**src/rtl/gd_pkg.sv**
```systemverilog
package gd_pkg;

    // Per-leg interlock states
    typedef enum logic [1:0] {
        LG_IDLE = 2'd0,
        LG_HIGH = 2'd1,
        LG_LOW  = 2'd2,
        LG_DEAD = 2'd3
    } leg_state_e;

    // Fault supervisor states
    typedef enum logic [1:0] {
        SV_UNDERV = 2'd0,
        SV_RUN    = 2'd1,
        SV_CLEAR  = 2'd2,
        SV_HOLD   = 2'd3
    } sup_state_e;

endpackage

```
**src/rtl/gd_oc_filter.sv**
```systemverilog
// Qualifies the over-current flag: trip is raised on the FILT_CYC-th
// consecutive high sample and stays up while the flag stays high.
module gd_oc_filter #(
    parameter int FILT_CYC = 6
) (
    input  logic clk,
    input  logic rst_n,
    input  logic oc_raw,
    output logic trip
);
    localparam int CW = $clog2(FILT_CYC + 1);
    localparam logic [CW-1:0] CNT_TOP = CW'(FILT_CYC - 1);

    logic [CW-1:0] run_cnt;

    always_ff @(posedge clk or negedge rst_n) begin
        if (!rst_n) begin
            run_cnt <= '0;
        end else if (!oc_raw) begin
            run_cnt <= '0;
        end else if (run_cnt != CNT_TOP) begin
            run_cnt <= run_cnt + 1'b1;
        end
    end

    always_comb begin
        trip = oc_raw && (run_cnt == CNT_TOP);
    end

endmodule

```
**src/rtl/gd_supervisor.sv**
```systemverilog
// Fault supervisor: supply hysteresis, trip handling, timed clear.
module gd_supervisor
    import gd_pkg::*;
#(
    parameter int CLEAR_CYC = 50
) (
    input  logic clk,
    input  logic rst_n,
    input  logic trip,
    input  logic oc_raw,
    input  logic vdd_rise,
    input  logic vdd_fall,
    output logic run,
    output logic fault_n
);
    localparam int TW = $clog2(CLEAR_CYC + 1);
    localparam logic [TW-1:0] TMR_LAST = TW'(CLEAR_CYC - 1);

    sup_state_e    st, st_nx;
    logic [TW-1:0] tmr;

    // next-state logic
    always_comb begin
        st_nx = st;
        unique case (st)
            SV_UNDERV: if (vdd_rise)          st_nx = SV_RUN;
            SV_RUN:    if (trip)              st_nx = SV_CLEAR;
            SV_CLEAR:  if (tmr == TMR_LAST)   st_nx = oc_raw ? SV_HOLD : SV_RUN;
            SV_HOLD:   if (!oc_raw)           st_nx = SV_RUN;
        endcase
        if (vdd_fall) begin
            st_nx = SV_UNDERV;
        end
    end

    // state register and clear timer
    always_ff @(posedge clk or negedge rst_n) begin
        if (!rst_n) begin
            st  <= SV_UNDERV;
            tmr <= '0;
        end else begin
            st  <= st_nx;
            tmr <= (st == SV_CLEAR && st_nx == SV_CLEAR) ? tmr + 1'b1 : '0;
        end
    end

    // outputs
    always_comb begin
        run     = (st == SV_RUN);
        fault_n = (st == SV_RUN);
    end

endmodule

```
**src/rtl/gd_leg_lock.sv**
```systemverilog
// One half-bridge leg: first-come interlock, dead time, high-side supply hold.
module gd_leg_lock
    import gd_pkg::*;
#(
    parameter int DEAD_CYC = 4
) (
    input  logic clk,
    input  logic rst_n,
    input  logic en,
    input  logic in_hi,
    input  logic in_lo,
    input  logic hs_rise,
    input  logic hs_fall,
    output logic out_hi,
    output logic out_lo
);
    localparam int DW = $clog2(DEAD_CYC + 1);
    localparam logic [DW-1:0] DEAD_LAST = DW'(DEAD_CYC - 1);

    leg_state_e    st, st_nx;
    logic [DW-1:0] dcnt;
    logic          prev_hi, prev_lo;
    logic          arm_hi, arm_lo;
    logic          hs_ok;
    logic          rise_hi, rise_lo;

    always_comb begin
        rise_hi = in_hi && !prev_hi;
        rise_lo = in_lo && !prev_lo;
    end

    // edge history, arming and high-side supply hysteresis
    always_ff @(posedge clk or negedge rst_n) begin
        if (!rst_n) begin
            prev_hi <= 1'b0;
            prev_lo <= 1'b0;
            arm_hi  <= 1'b0;
            arm_lo  <= 1'b0;
            hs_ok   <= 1'b0;
        end else begin
            prev_hi <= in_hi;
            prev_lo <= in_lo;
            arm_hi  <= en && hs_ok && in_hi && (arm_hi || (rise_hi && !in_lo));
            arm_lo  <= en && in_lo && (arm_lo || (rise_lo && !in_hi));
            if (hs_fall) begin
                hs_ok <= 1'b0;
            end else if (hs_rise) begin
                hs_ok <= 1'b1;
            end
        end
    end

    // next-state logic
    always_comb begin
        st_nx = st;
        unique case (st)
            LG_IDLE: begin
                if (en && hs_ok && arm_hi && in_hi) begin
                    st_nx = LG_HIGH;
                end else if (en && arm_lo && in_lo) begin
                    st_nx = LG_LOW;
                end
            end
            LG_HIGH: if (!(en && hs_ok && in_hi)) st_nx = LG_DEAD;
            LG_LOW:  if (!(en && in_lo))          st_nx = LG_DEAD;
            LG_DEAD: if (dcnt == DEAD_LAST)       st_nx = LG_IDLE;
        endcase
    end

    // state register and dead-time counter
    always_ff @(posedge clk or negedge rst_n) begin
        if (!rst_n) begin
            st   <= LG_IDLE;
            dcnt <= '0;
        end else begin
            st   <= st_nx;
            dcnt <= (st == LG_DEAD && st_nx == LG_DEAD) ? dcnt + 1'b1 : '0;
        end
    end

    // outputs
    always_comb begin
        out_hi = (st == LG_HIGH) && en && hs_ok;
        out_lo = (st == LG_LOW) && en;
    end

endmodule

```
**src/rtl/gate_guard.sv**
```systemverilog
module gate_guard #(
    parameter int NLEG      = 3,
    parameter int DEAD_CYC  = 4,
    parameter int FILT_CYC  = 6,
    parameter int CLEAR_CYC = 50,
    parameter int SHUT_CYC  = 8
) (
    input  logic            clk,
    input  logic            rst_n,
    input  logic [NLEG-1:0] pwm_hi,
    input  logic [NLEG-1:0] pwm_lo,
    input  logic            oc_flag,
    input  logic            vdd_ok_rise,
    input  logic            vdd_low_fall,
    input  logic [NLEG-1:0] hs_ok_rise,
    input  logic [NLEG-1:0] hs_low_fall,
    output logic [NLEG-1:0] gate_hi,
    output logic [NLEG-1:0] gate_lo,
    output logic            fault_n
);
    // filter window capped so that shutdown stays within SHUT_CYC samples
    localparam int FILT_EFF = (FILT_CYC < SHUT_CYC) ? FILT_CYC : SHUT_CYC;

    logic trip;
    logic run;

    gd_oc_filter #(.FILT_CYC(FILT_EFF)) u_filt (
        .clk    (clk),
        .rst_n  (rst_n),
        .oc_raw (oc_flag),
        .trip   (trip)
    );

    gd_supervisor #(.CLEAR_CYC(CLEAR_CYC)) u_sup (
        .clk      (clk),
        .rst_n    (rst_n),
        .trip     (trip),
        .oc_raw   (oc_flag),
        .vdd_rise (vdd_ok_rise),
        .vdd_fall (vdd_low_fall),
        .run      (run),
        .fault_n  (fault_n)
    );

    for (genvar g = 0; g < NLEG; g++) begin : g_leg
        gd_leg_lock #(.DEAD_CYC(DEAD_CYC)) u_leg (
            .clk     (clk),
            .rst_n   (rst_n),
            .en      (run),
            .in_hi   (pwm_hi[g]),
            .in_lo   (pwm_lo[g]),
            .hs_rise (hs_ok_rise[g]),
            .hs_fall (hs_low_fall[g]),
            .out_hi  (gate_hi[g]),
            .out_lo  (gate_lo[g])
        );
    end

endmodule

```
**config.mk**
```make
export PLATFORM = sky130hd
export DESIGN_NAME = gate_guard
export DESIGN_NICKNAME = d
export VERILOG_FILES = /design/src/rtl/gd_pkg.sv /design/src/rtl/gd_oc_filter.sv /design/src/rtl/gd_supervisor.sv /design/src/rtl/gd_leg_lock.sv /design/src/rtl/gate_guard.sv
export SDC_FILE = /design/constraint.sdc
export NUM_CORES = 1
export LEC_CHECK = 0
export ABC_AREA = 1
export BUFFER_PORTS_ARGS = -buffer_cell sky130_fd_sc_hd__buf_2
export CORE_ASPECT_RATIO = 0.9
export CORE_MARGIN = 1
export CORE_UTILIZATION = 51
export DETAILED_ROUTE_END_ITERATION = 8
export GPL_ROUTABILITY_DRIVEN = 1
export PLACE_DENSITY = 0.72
export SETUP_SLACK_MARGIN = 0.05
export SYNTH_ARGS = -nofsm -noshare
export SYNTH_HDL_FRONTEND = slang
export SYNTH_SLANG_ARGS = --single-unit
```
**constraint.sdc**
```tcl
create_clock -name clk -period 1.3 [get_ports clk]
set_input_delay 0.065 -clock clk [delete_from_list [all_inputs] [get_ports clk]]
set_output_delay 0.065 -clock clk [all_outputs]
set_load 0.03 [all_outputs]
```
==> qor.yml <==
outcome: "complete, but fails checks"
violations: "hold timing, setup timing"
critPathKind: "reg -> out"
critPathTopFamily: "simple AND/OR/NAND/NOR gates"
multi_input_area_um2: 891
setup_viol: 17
dpl.hpwl_mm: 2.52
clkSlewWorstSetupHoldPaths_ns: 0.08
switching_share_pct: 33.7
critPathMaxStageDelay_ns: 0.41
initial_core_util_pct: 54.9
drt_iter0_drc: 70
critPathMaxFanout: 4
antenna_found_initial: 0
clockBufferDepth: 2
final_cell_area_mm2: 0.00266
maxClockFrequency_mhz: 712
seqPwrFrac_pct: 40.9
finalNetCount: 279
htreeDepth: 2
cts_buffers: 5
rsz0062_at_grt: "true"
tns_ns: -0.604
yosysWarnings: 0
r2r-end: "g_leg[0].u_leg.st[1]$_DFF_PN0_"
synth.avg_cell_area_um2: 9.99
final_common_cell: "dfrtp_1"
largest_register_ffs: 9
period_share_pct: 108
area_growth_pct: 39.5
drt_pass1_iterations: 4
hp-class: "in -> reg"
p_clk_share_pct: 25.4
syn-instance-count: 191
first_global_vias: 1577
cts_root_buffer: "clkbuf_8"
synth.top_cell.area_share_pct: 53.8
mostFrequentLayoutCells: "dfrtp_1, buf_4, nor2_1"
r2r-start: "u_sup.st[0]$_DFF_PN0_"
regMostFlops: "g_leg.u_leg.dcnt"
finalHoldViolCount: 1
rrSetupSlack_ns: -0.07
grt_pass1_wl_mm: 6.72
core_area_mm2: 0.00348
vias: 1525
ys_seq_area_share_pct: 53.8
seqCellArea_mm2: 0.00103
p_int_mw: 2.70
p_total_mw: 4.08
max_cap_viol_count: 0
synth-seq-cells: 41
place.gp.congestion: 0.771
ioPinCount: 24
gr-usage-all-layers_pct: 23.3
power_frac_comb_pct: 33.7
synth.area.top_cells: "dfrtp_1, ha_1, nor2_1"
route.detailed.drc: 0
placed_area_mm2: 0.00206
routed_via_density: 5.13
netSwitchingPower_mw: 1.38
crit_path_start_kind: "flop"
tightest_slew_ns: 0.512
min_period_ns: 1.40
clk_latency_ns: 0.30
die_w_um: 66.5
cp.required_ns: 1.24
ant_nets: 0
min_to: "g_leg[1].u_leg.hs_ok$_DFFE_PN0P_"
synth_top_cell_by_area: "dfrtp_1"
port_buffers: 23
ir_drop_v: 0.00117
syn_area_mm2: 0.00191
wl_mm: 4.17
arrival_ns: 1.34
syn-num-nets: 218
diodes: 0
routedWlPerCell_um: 14.1
leakage_nw: 1.29
fin_skew_ns: 0.00699
ys_types: 25
min_path_cells: 3
dieArea_mm2: 0.00399
die_y_um: 60.0
path_cells: "inv_1, or2_2, nor2_2, buf_6"
cts.sinks: 41
hold_slack_ns: -0.0103
worstSetupEndpointType: "output port"
grt_max_degree: 42
placementRows: 20
p_per_area_mw_per_mm2: 1530
fin_ws_ns: -0.105
layout-drive-gt1-share_pct: 39.5
cts_tree: "done"
rr_worst_depth: 7
fill_cells: 211
grt_overflow_total: 0
top_regs: "g_leg.u_leg.dcnt: 9 flops, g_leg.u_leg.st: 6 flops, u_sup.tmr: 6 flops"
slew_violations: 0
worst_path_max_delay_cell: "dfrtp_1"
maxSlewHeadroom_pct: 65.9
cp_num_buf_inv: 2
hp-start: "hs_ok_rise[1]"
==> through the flow <==
stage          util [%]  std cells  hold WS (ns)  setup WS, ns
4_1_cts            71.9        292        0.0207       -0.0771
5_1_grt            76.5        297        0.0564        -0.166
2_1_floorplan         -        191        -0.231        0.0703
6_report           76.5        297       -0.0103        -0.105
3_3_place_gp       59.1        256         0.144        0.0284
3_5_place_dp       59.1        256         0.154       -0.0553
==> routing by layer <==
metal	global-route usage [%]	share of wire (%)
met1	27.2	44
met2	42.0	52
met3	5.92	2.4
met4	7.60	1.0
met5	0	0
==> final cells by class <==
| cell class | instances | share of cell area [%] |
|---|---|---|
| flip-flops and latches | 41 | 38.6 |
| multi-input cells | 121 | 33.5 |
| repair buffers | 62 | 18.5 |
| inverters | 21 | 3.06 |
| clock buffers | 5 | 2.59 |
| well taps | 44 | 2.07 |
| clock inverters | 3 | 1.74 |
==> worst max path at each step <==
stage | depth (start not counted) | from | slack (ns) | endpoint
6_report | 4 | g_leg[2].u_leg.st[0]$_DFF_PN0_ | -0.10 | gate_hi[2]
5_1_grt | 8 | u_sup.st[1]$_DFF_PN0_ | -0.17 | g_leg[2].u_leg.st[1]$_DFF_PN0_
4_1_cts | 7 | u_sup.st[1]$_DFF_PN0_ | -0.08 | gate_hi[2]
3_5_place_dp | 8 | u_filt.run_cnt[1]$_DFFE_PN0N_ | -0.06 | u_sup.tmr[0]$_DFF_PN0_
3_3_place_gp | 9 | u_sup.tmr[1]$_DFF_PN0_ | 0.03 | u_sup.tmr[0]$_DFF_PN0_
2_1_floorplan | 7 | u_filt.run_cnt[0]$_DFFE_PN0N_ | 0.07 | u_sup.tmr[2]$_DFF_PN0_
==> cell families (layout without fill, tap and decap cells) <==
group	Yosys count	in the layout	synth area share (%)
flops	41	41	53.8
simple gates	84	84	22.0
fa+ha+maj	10	10	6.56
compound gates	23	23	7.48
buf+inv	29	91	8.33
xor+xnor	4	4	1.84
==> cell usage after synthesis <==
| cell type | count |
|---|---|
| o22ai_1 | 6 |
| nand3_2 | 1 |
| o21bai_1 | 1 |
| buf_8 | 1 |
| a21oi_1 | 8 |
| nand4_1 | 7 |
| nor3_1 | 1 |
| inv_2 | 2 |
| nor3_2 | 6 |
| nor2_1 | 28 |
| dfrtp_1 | 41 |
| ha_1 | 10 |
| xnor2_1 | 2 |
| buf_12 | 1 |
| or2_2 | 3 |
| o21ai_0 | 1 |
| nand2_1 | 20 |
| o31ai_1 | 7 |
| inv_1 | 19 |
| nor2_4 | 1 |
| buf_4 | 6 |
| nand2_2 | 4 |
| nand3_1 | 12 |
| nor2_2 | 1 |
| xor2_1 | 2 |
==> worst reg2reg max path, cell delays in order, from the launching register on <==
cell,delay (ns)
dfrtp_1,0.43
nand2_4,0.11
inv_4,0.04
buf_12,0.13
buf_4,0.14
nand4_1,0.12
nand4_1,0.16
a21oi_2,0.17
==> what timing repair did <==
item                                    4_1_cts  5_1_grt
endpoints found under the hold margin        53        0
setup buffers                                15        8
pin swaps                                     5       18
endpoints found under the setup margin       16       38
gates resized for setup                      28       29
hold buffers                                 13        0
==> power groups by stage <==
stage               sequential (mW)  clock [mW]  combinational, mW
global route                   1.70        1.11               1.54
CTS                            1.66        1.06               1.22
finish                         1.67        1.04               1.37
detailed placement             1.72           0              0.947
floorplan                      1.68           0              0.729
global placement               1.69           0              0.860
Power figures use the tool's default switching activity.
